==> config.mk <==
export PLATFORM = sky130hd
export DESIGN_NAME = core_tick_bank
export DESIGN_NICKNAME = d
export VERILOG_FILES = /design/src/rtl/core_tick_pkg.sv /design/src/rtl/tick_addr_decode.sv /design/src/rtl/tick_wstat_track.sv /design/src/rtl/tick_timer_core.sv /design/src/rtl/core_tick_bank.sv
export SDC_FILE = /design/constraint.sdc
export NUM_CORES = 1
export LEC_CHECK = 0
export ABC_AREA = 1
export BUFFER_PORTS_ARGS = -buffer_cell sky130_fd_sc_hd__buf_2
export CORE_ASPECT_RATIO = 0.5
export CORE_MARGIN = 2
export CORE_UTILIZATION = 34
export CTS_CLUSTER_SIZE = 25
export DETAILED_ROUTE_END_ITERATION = 8
export GPL_ROUTABILITY_DRIVEN = 0
export MAX_ROUTING_LAYER = met4
export SLEW_MARGIN = 20
export SYNTH_ARGS = -nofsm -noshare
export SYNTH_HDL_FRONTEND = slang
export SYNTH_SLANG_ARGS = --single-unit
==> constraint.sdc <==
create_clock -name clk -period 3.1 [get_ports clk]
set_clock_uncertainty 0.2 [all_clocks]
set_input_delay 0.31 -clock clk [delete_from_list [all_inputs] [get_ports clk]]
set_output_delay 0.31 -clock clk [all_outputs]
set_load 0.03 [all_outputs]
==> src/rtl/core_tick_pkg.sv <==
package core_tick_pkg;

    localparam int WIN_BASE  = 'h300;
    localparam int WIN_SHIFT = 8;

    localparam logic [7:0] OFS_TICKBUF = 8'h00;
    localparam logic [7:0] OFS_ICNTBUF = 8'h08;
    localparam logic [7:0] OFS_CTRL    = 8'h20;
    localparam logic [7:0] OFS_ISTAT   = 8'h30;
    localparam logic [7:0] OFS_IEN     = 8'h34;
    localparam logic [7:0] OFS_WSTAT   = 8'h40;

    // control bit positions
    localparam int CTL_TICK_RUN = 0;
    localparam int CTL_CNT_RUN  = 1;
    localparam int CTL_INTERVAL = 2;

    // count-buffer update request flag
    localparam int UPD_BIT = 31;

    // number of registers confirmed through write status
    localparam int N_WS = 3;

    typedef enum logic [2:0] {
        SEL_NONE,
        SEL_TICKBUF,
        SEL_ICNTBUF,
        SEL_CTRL,
        SEL_ISTAT,
        SEL_IEN,
        SEL_WSTAT
    } reg_sel_e;

    // status bit position of each confirmed register: prescale, count, control
    function automatic int ws_pos(input int g);
        return (g == 2) ? 3 : g;
    endfunction

endpackage

==> src/rtl/tick_addr_decode.sv <==
module tick_addr_decode
    import core_tick_pkg::*;
#(
    parameter int N_TIMERS = 4,
    parameter int ADDR_W   = 12,
    localparam int IDX_W   = (N_TIMERS > 1) ? $clog2(N_TIMERS) : 1
) (
    input  logic [ADDR_W-1:0] addr,
    output logic              hit,
    output logic [IDX_W-1:0]  idx,
    output reg_sel_e          sel
);

    logic [ADDR_W-1:0] rel;
    logic [ADDR_W-1:0] win;
    logic              in_bank;

    always_comb begin
        rel     = addr - ADDR_W'(WIN_BASE);
        win     = rel >> WIN_SHIFT;
        in_bank = (addr >= ADDR_W'(WIN_BASE)) && (win < ADDR_W'(N_TIMERS));
        idx     = win[IDX_W-1:0];
        case (rel[7:0])
            OFS_TICKBUF: sel = SEL_TICKBUF;
            OFS_ICNTBUF: sel = SEL_ICNTBUF;
            OFS_CTRL:    sel = SEL_CTRL;
            OFS_ISTAT:   sel = SEL_ISTAT;
            OFS_IEN:     sel = SEL_IEN;
            OFS_WSTAT:   sel = SEL_WSTAT;
            default:     sel = SEL_NONE;
        endcase
        hit = in_bank && (sel != SEL_NONE);
    end

endmodule

==> src/rtl/tick_wstat_track.sv <==
module tick_wstat_track #(
    parameter int WS_LAT = 2,
    localparam int CW    = $clog2(WS_LAT + 1)
) (
    input  logic clk,
    input  logic rst_n,
    input  logic start,
    input  logic clr,
    output logic flag
);

    typedef struct packed {
        logic [CW-1:0] cnt;
        logic          flag;
    } ws_state_t;

    ws_state_t st_d, st_q;

    always_comb begin
        st_d = st_q;
        if (clr) begin
            st_d.flag = 1'b0;
        end
        if (start) begin
            // a new write restarts the confirmation delay
            st_d.cnt = CW'(WS_LAT);
        end else if (st_q.cnt != '0) begin
            st_d.cnt = st_q.cnt - 1'b1;
            if (st_q.cnt == CW'(1)) begin
                st_d.flag = 1'b1;
            end
        end
    end

    always_ff @(posedge clk or negedge rst_n) begin
        if (!rst_n) begin
            st_q <= '0;
        end else begin
            st_q <= st_d;
        end
    end

    assign flag = st_q.flag;

endmodule

==> src/rtl/tick_timer_core.sv <==
module tick_timer_core
    import core_tick_pkg::*;
#(
    parameter int TICK_W = 32,
    parameter int ICNT_W = 31,
    parameter int WS_LAT = 2
) (
    input  logic        clk,
    input  logic        rst_n,
    input  logic        wr_en,
    input  reg_sel_e    wr_sel,
    input  logic [31:0] wr_data,
    input  reg_sel_e    rd_sel,
    output logic [31:0] rd_data,
    output logic        irq
);

    typedef struct packed {
        logic [TICK_W-1:0] tick_buf;
        logic [ICNT_W-1:0] icnt_buf;
        logic [2:0]        ctrl;
        logic              pend;
        logic              ien;
        logic [TICK_W-1:0] pre_cnt;
        logic [ICNT_W-1:0] icnt_cur;
    } tmr_state_t;

    tmr_state_t st_d, st_q;

    logic            run;
    logic            tick;
    logic            expire;
    logic [N_WS-1:0] ws_start;
    logic [N_WS-1:0] ws_clr;
    logic [N_WS-1:0] ws_flag;
    logic [31:0]     ws_word;

    // write confirmation trackers, one per confirmed register
    for (genvar g = 0; g < N_WS; g++) begin : g_ws
        localparam int POS = ws_pos(g);
        assign ws_clr[g] = wr_en && (wr_sel == SEL_WSTAT) && wr_data[POS];
        tick_wstat_track #(.WS_LAT(WS_LAT)) u_track (
            .clk   (clk),
            .rst_n (rst_n),
            .start (ws_start[g]),
            .clr   (ws_clr[g]),
            .flag  (ws_flag[g])
        );
    end

    always_comb begin
        ws_start[0] = wr_en && (wr_sel == SEL_TICKBUF);
        ws_start[1] = wr_en && (wr_sel == SEL_ICNTBUF);
        ws_start[2] = wr_en && (wr_sel == SEL_CTRL);
        ws_word     = '0;
        for (int g = 0; g < N_WS; g++) begin
            ws_word[ws_pos(g)] = ws_flag[g];
        end
    end

    // next-state logic
    always_comb begin
        st_d   = st_q;
        run    = st_q.ctrl[CTL_TICK_RUN] && st_q.ctrl[CTL_CNT_RUN];
        tick   = run && (st_q.pre_cnt >= st_q.tick_buf);
        expire = 1'b0;

        // prescaler: held at zero while stopped
        if (!run) begin
            st_d.pre_cnt = '0;
        end else if (tick) begin
            st_d.pre_cnt = '0;
        end else begin
            st_d.pre_cnt = st_q.pre_cnt + 1'b1;
        end

        // interrupt counter: counts down to one, then expires
        if (!run) begin
            st_d.icnt_cur = st_q.icnt_buf;
        end else if (tick) begin
            if (st_q.icnt_cur <= ICNT_W'(1)) begin
                expire        = 1'b1;
                st_d.icnt_cur = st_q.icnt_buf;
                if (!st_q.ctrl[CTL_INTERVAL]) begin
                    st_d.ctrl[CTL_CNT_RUN] = 1'b0;
                end
            end else begin
                st_d.icnt_cur = st_q.icnt_cur - 1'b1;
            end
        end

        // register writes
        if (wr_en) begin
            case (wr_sel)
                SEL_TICKBUF: st_d.tick_buf = wr_data[TICK_W-1:0];
                SEL_ICNTBUF: begin
                    if (wr_data[UPD_BIT]) begin
                        st_d.icnt_buf = wr_data[ICNT_W-1:0];
                    end
                end
                SEL_CTRL:    st_d.ctrl = wr_data[2:0];
                SEL_ISTAT: begin
                    if (wr_data[0]) begin
                        st_d.pend = 1'b0;
                    end
                end
                SEL_IEN:     st_d.ien = wr_data[0];
                default:     ;
            endcase
        end

        // an expiry beats a clear in the same cycle
        if (expire) begin
            st_d.pend = 1'b1;
        end
    end

    always_ff @(posedge clk or negedge rst_n) begin
        if (!rst_n) begin
            st_q <= '0;
        end else begin
            st_q <= st_d;
        end
    end

    // read mux
    always_comb begin
        rd_data = '0;
        case (rd_sel)
            SEL_TICKBUF: rd_data[TICK_W-1:0] = st_q.tick_buf;
            SEL_ICNTBUF: rd_data[ICNT_W-1:0] = st_q.icnt_buf;
            SEL_CTRL:    rd_data[2:0]        = st_q.ctrl;
            SEL_ISTAT:   rd_data[0]          = st_q.pend;
            SEL_IEN:     rd_data[0]          = st_q.ien;
            SEL_WSTAT:   rd_data             = ws_word;
            default:     rd_data             = '0;
        endcase
    end

    assign irq = st_q.pend && st_q.ien;

endmodule

==> src/rtl/core_tick_bank.sv <==
module core_tick_bank
    import core_tick_pkg::*;
#(
    parameter int N_TIMERS = 4,
    parameter int ADDR_W   = 12,
    parameter int TICK_W   = 32,
    parameter int ICNT_W   = 31,
    parameter int WS_LAT   = 2
) (
    input  logic                clk,
    input  logic                rst_n,
    input  logic                wr_en,
    input  logic [ADDR_W-1:0]   wr_addr,
    input  logic [31:0]         wr_data,
    input  logic [ADDR_W-1:0]   rd_addr,
    output logic [31:0]         rd_data,
    output logic [N_TIMERS-1:0] irq
);

    localparam int IDX_W = (N_TIMERS > 1) ? $clog2(N_TIMERS) : 1;

    logic             wr_hit, rd_hit;
    logic [IDX_W-1:0] wr_idx, rd_idx;
    reg_sel_e         wr_sel, rd_sel;
    logic [31:0]      rd_word [N_TIMERS];

    tick_addr_decode #(.N_TIMERS(N_TIMERS), .ADDR_W(ADDR_W)) u_wr_dec (
        .addr (wr_addr),
        .hit  (wr_hit),
        .idx  (wr_idx),
        .sel  (wr_sel)
    );

    tick_addr_decode #(.N_TIMERS(N_TIMERS), .ADDR_W(ADDR_W)) u_rd_dec (
        .addr (rd_addr),
        .hit  (rd_hit),
        .idx  (rd_idx),
        .sel  (rd_sel)
    );

    for (genvar i = 0; i < N_TIMERS; i++) begin : g_tmr
        logic tmr_wr;
        assign tmr_wr = wr_en && wr_hit && (wr_idx == IDX_W'(i));
        tick_timer_core #(
            .TICK_W (TICK_W),
            .ICNT_W (ICNT_W),
            .WS_LAT (WS_LAT)
        ) u_core (
            .clk     (clk),
            .rst_n   (rst_n),
            .wr_en   (tmr_wr),
            .wr_sel  (wr_sel),
            .wr_data (wr_data),
            .rd_sel  (rd_sel),
            .rd_data (rd_word[i]),
            .irq     (irq[i])
        );
    end

    always_comb begin
        rd_data = '0;
        for (int i = 0; i < N_TIMERS; i++) begin
            if (rd_hit && (rd_idx == IDX_W'(i))) begin
                rd_data = rd_word[i];
            end
        end
    end

endmodule

==> impl_results.md <==
* Peak VDD IR at 0.000399 V
* CP required at 2.59 ns
* Crit-path max FO at 38
* Asr flop ratio synth at 1.00
* Root buf cell: clkbuf_16
* Least-Margin Pin Slew at 0.748 ns
* Fmax at between 300 and 400 MHz
* Combinational share of power at 0.032
* Critical path depth at 11
* CP Capture Type: output pin
* I/O Pins at 95
* Area Growth Syn to Fin at 13.6%
* Drt total wl at roughly 120,000 microns
* Static leakage at 18.4 nW
* Sw frac at 0.240
* PortBufs at 94
* Worst r2r src: g_tmr[2].u_core.st_q[120]
* Critical Path Start Type: primary input
* Max Cap Viol at 0
* Violated checks: negative setup slack
* Slowest stage delay, CP at 0.39 ns
* Crit. Startpoint: rd_addr[7]
* Outcome: finished with violations
* Syn_area_per_cell at just over 7 sq um
* DR DRC count at 0
* Die height at 227 microns
* Layout cells sized above 1 at 0.0635
* Final Hold Viols at 0
* Worst path arrival time at 2.60 ns
* Synthesis-stage register bit count at 560
* Fin util at 0.392
* Die area at 102,000 sq um
* H-tree levels at 2
* Delay-heaviest family, CP: buffers and inverters
* Final period utilization at 1.00
* CTS max path bufs at 3
* Clock sinks at 560
* Register area share after synthesis at 0.413
* Vias in the first global route at 30,300
* Internal power at 11.7 mW
* Most frequent cells in the layout: nand2_1 (1,284), inv_1 (603), dfrtp_1 (560)
* Worst Reg-to-Reg Cells at 10
* # rows at 81
* Initial Utilization at 0.345
* Reg2Reg Setup Slack at ~0.29 ns
* CTS tree: yes
* Initial antenna violation count at 11
* Clock power frac at 0.492
* Overflow after GRT at 0
* # Post-CTS Setup Buffers at 0
* Ys flop type: dfrtp_1
* Slew Viols, Final at 0
* Initial drt markers at around 4,500
* EDFF count, synth at 0
* Worst Path Buf+Inv at 5
* Worst skew pair latency at 0.66 ns
* Switching pwr at 3.68 mW
* Worst min-delay path category: in2reg
* Avg WL per Cell at 20.2 microns
* Commonest non-fill, non-tap cell in the layout: nand2_1
* Reg clk slew, reported paths at 0.07 ns
* Post-synth net total at 4,893
* NumNets Final at 4,991
* Inserted Clock Buffers at 57
* Sequential share of power at 0.476
* Worst slack at placement at -0.0255 ns
* Vias post-DR at 33,000
* Gate Count Post-Synth at roughly 4,700
* RR Endpoint: g_tmr[2].u_core.st_q[25]
* Slowest cell on crit path: o22ai_1
* # setup viols final at 1
* Core area at 98,300 sq um
* HPWL after detailed placement at ~95,000 microns
* Avg Vias per Cell at 5.35
* CP cell instances: buf_2 > nor2_1 > nand2_1 > nor2_4 > buf_4 > inv_4 > buf_12 > o22ai_1 > nand2_1 > nand4_1 > buf_2
* Routed Antenna Nets at 0
* Max-slew headroom at 0.502
* Syn Std Cell Area at 33,900 sq um
* Pwr/cell area at 398 nW/um^2
* GRT Total Usage at 0.246
* Yosys warns at 0
* Synth cell types at 43
* Worst setup margin at -0.00581 ns
* CP Class: in2out
* Global-route wire length before repair at 187,000 microns
* Die X-Extent at 451 microns
* Capture point of the critical path: rd_data[28]
* Pin count of the biggest net entering global routing at 103
* Post-layout min period at 3.11 ns
* Drt first pass iters at 9
==> how the worst min path moves through the flow <==
stage	depth (start not counted)	start	endpoint
2_1_floorplan	0	rst_n	g_tmr[0].u_core.g_ws[0].u_track.flag
6_report	6	wr_addr[5]	g_tmr[2].u_core.st_q[66]
3_3_place_gp	1	rst_n	g_tmr[0].u_core.st_q[43]
3_5_place_dp	1	rst_n	g_tmr[0].u_core.st_q[43]
5_1_grt	6	wr_addr[10]	g_tmr[3].u_core.g_ws[1].u_track.st_q[2]
4_1_cts	6	wr_addr[10]	g_tmr[3].u_core.st_q[63]
==> final cells by class <==
class | instances | area [sq um]
fillers | 10200 | 59800
multi-input cells | 3341 | 16700
flip-flops and latches | 560 | 14000
inverters | 611 | 2300
repair buffers | 221 | 1790
well taps | 1328 | 1660
clock buffers | 70 | 1560
clock inverters | 32 | 413
diodes | 11 | 27.5
==> cells in the mapped netlist, drive strengths merged, types with 12 or more instances <==
library cell	n	area (sq um)
xnor2	31	272
nor3	101	522
ha	140	1750
dfrtp	560	14000
inv	609	2290
nand3	245	1240
o21a	12	90.1
nor4	20	125
clkbuf	99	373
o22ai	73	457
xor2	154	1350
nor2	532	2040
buf	83	502
a21oi	94	470
nand4	164	1030
o21ai	449	2250
nand2	1292	4870
==> tightest hold or removal path, cell delays in order <==
cell and delay, ns:
buf_2 0.11, nand2_2 0.10, nor3_4 0.05, buf_4 0.17, nand3_1 0.09, nand2_1 0.05
==> power groups by stage <==
stage                     Clock [mW]  Combinational [mW]  Sequential, mW
final                           7.55               0.488            7.31
after global routing            7.91               0.522            7.30
after CTS                       7.63               0.481            7.31
after detailed placement           0               0.430            7.44
after global placement             0               0.427            7.44
after floorplan                    0              0.0899            7.45
==> flip-flops by register name, summed over array words and instances, names as in the netlist <==
| register | count |
|---|---|
| g_tmr.u_core.st_q | 524 |
| g_tmr.u_core.g_ws.u_track.flag | 12 |
| g_tmr.u_core.g_ws.u_track.st_q | 24 |
==> through the flow <==
step                      std cells  hold slack [ns]  total power, mW  cell area, sq um  setup TNS [ns]
after floorplan                4694           -0.186             7.54             33900               0
after global placement         6014            0.101             7.87             36000        -0.00953
after detailed placement       6014            0.101             7.87             36000         -0.0255
after CTS                      6163           0.0130             15.4             38500         -0.0219
after global routing           6172           0.0811             15.7             38500        -0.00383
final                          6174           0.0635             15.3             38500        -0.00581
==> per-layer routing <==
metal,up-vias,track usage,routed length [microns]
met5,-,-,0
met4,0,0.0772,4480
met3,245,0.0483,13100
met2,1658,0.355,52000
met1,15900,0.346,55000
li1,15300,-,-
==> logic make-up after synthesis <==
group | Yosys count | synth area share
and+or+nand+nor | 2371 | 0.293
DFF | 560 | 0.413
adders and majority gates | 140 | 0.0517
xor gates and xnor gates | 185 | 0.0478
buffers and inverters | 793 | 0.0935
AOI/OAI and AO/OA | 645 | 0.100
==> timing repair <==
item / in CTS / in global routing
resized for setup: 1 / 4
setup endpoints to repair: 3 / 15
hold buffers: 47 / 0
gates cloned: 0 / 0
endpoints found under the hold margin: 641 / 0
(Power assumes the default switching activity.)
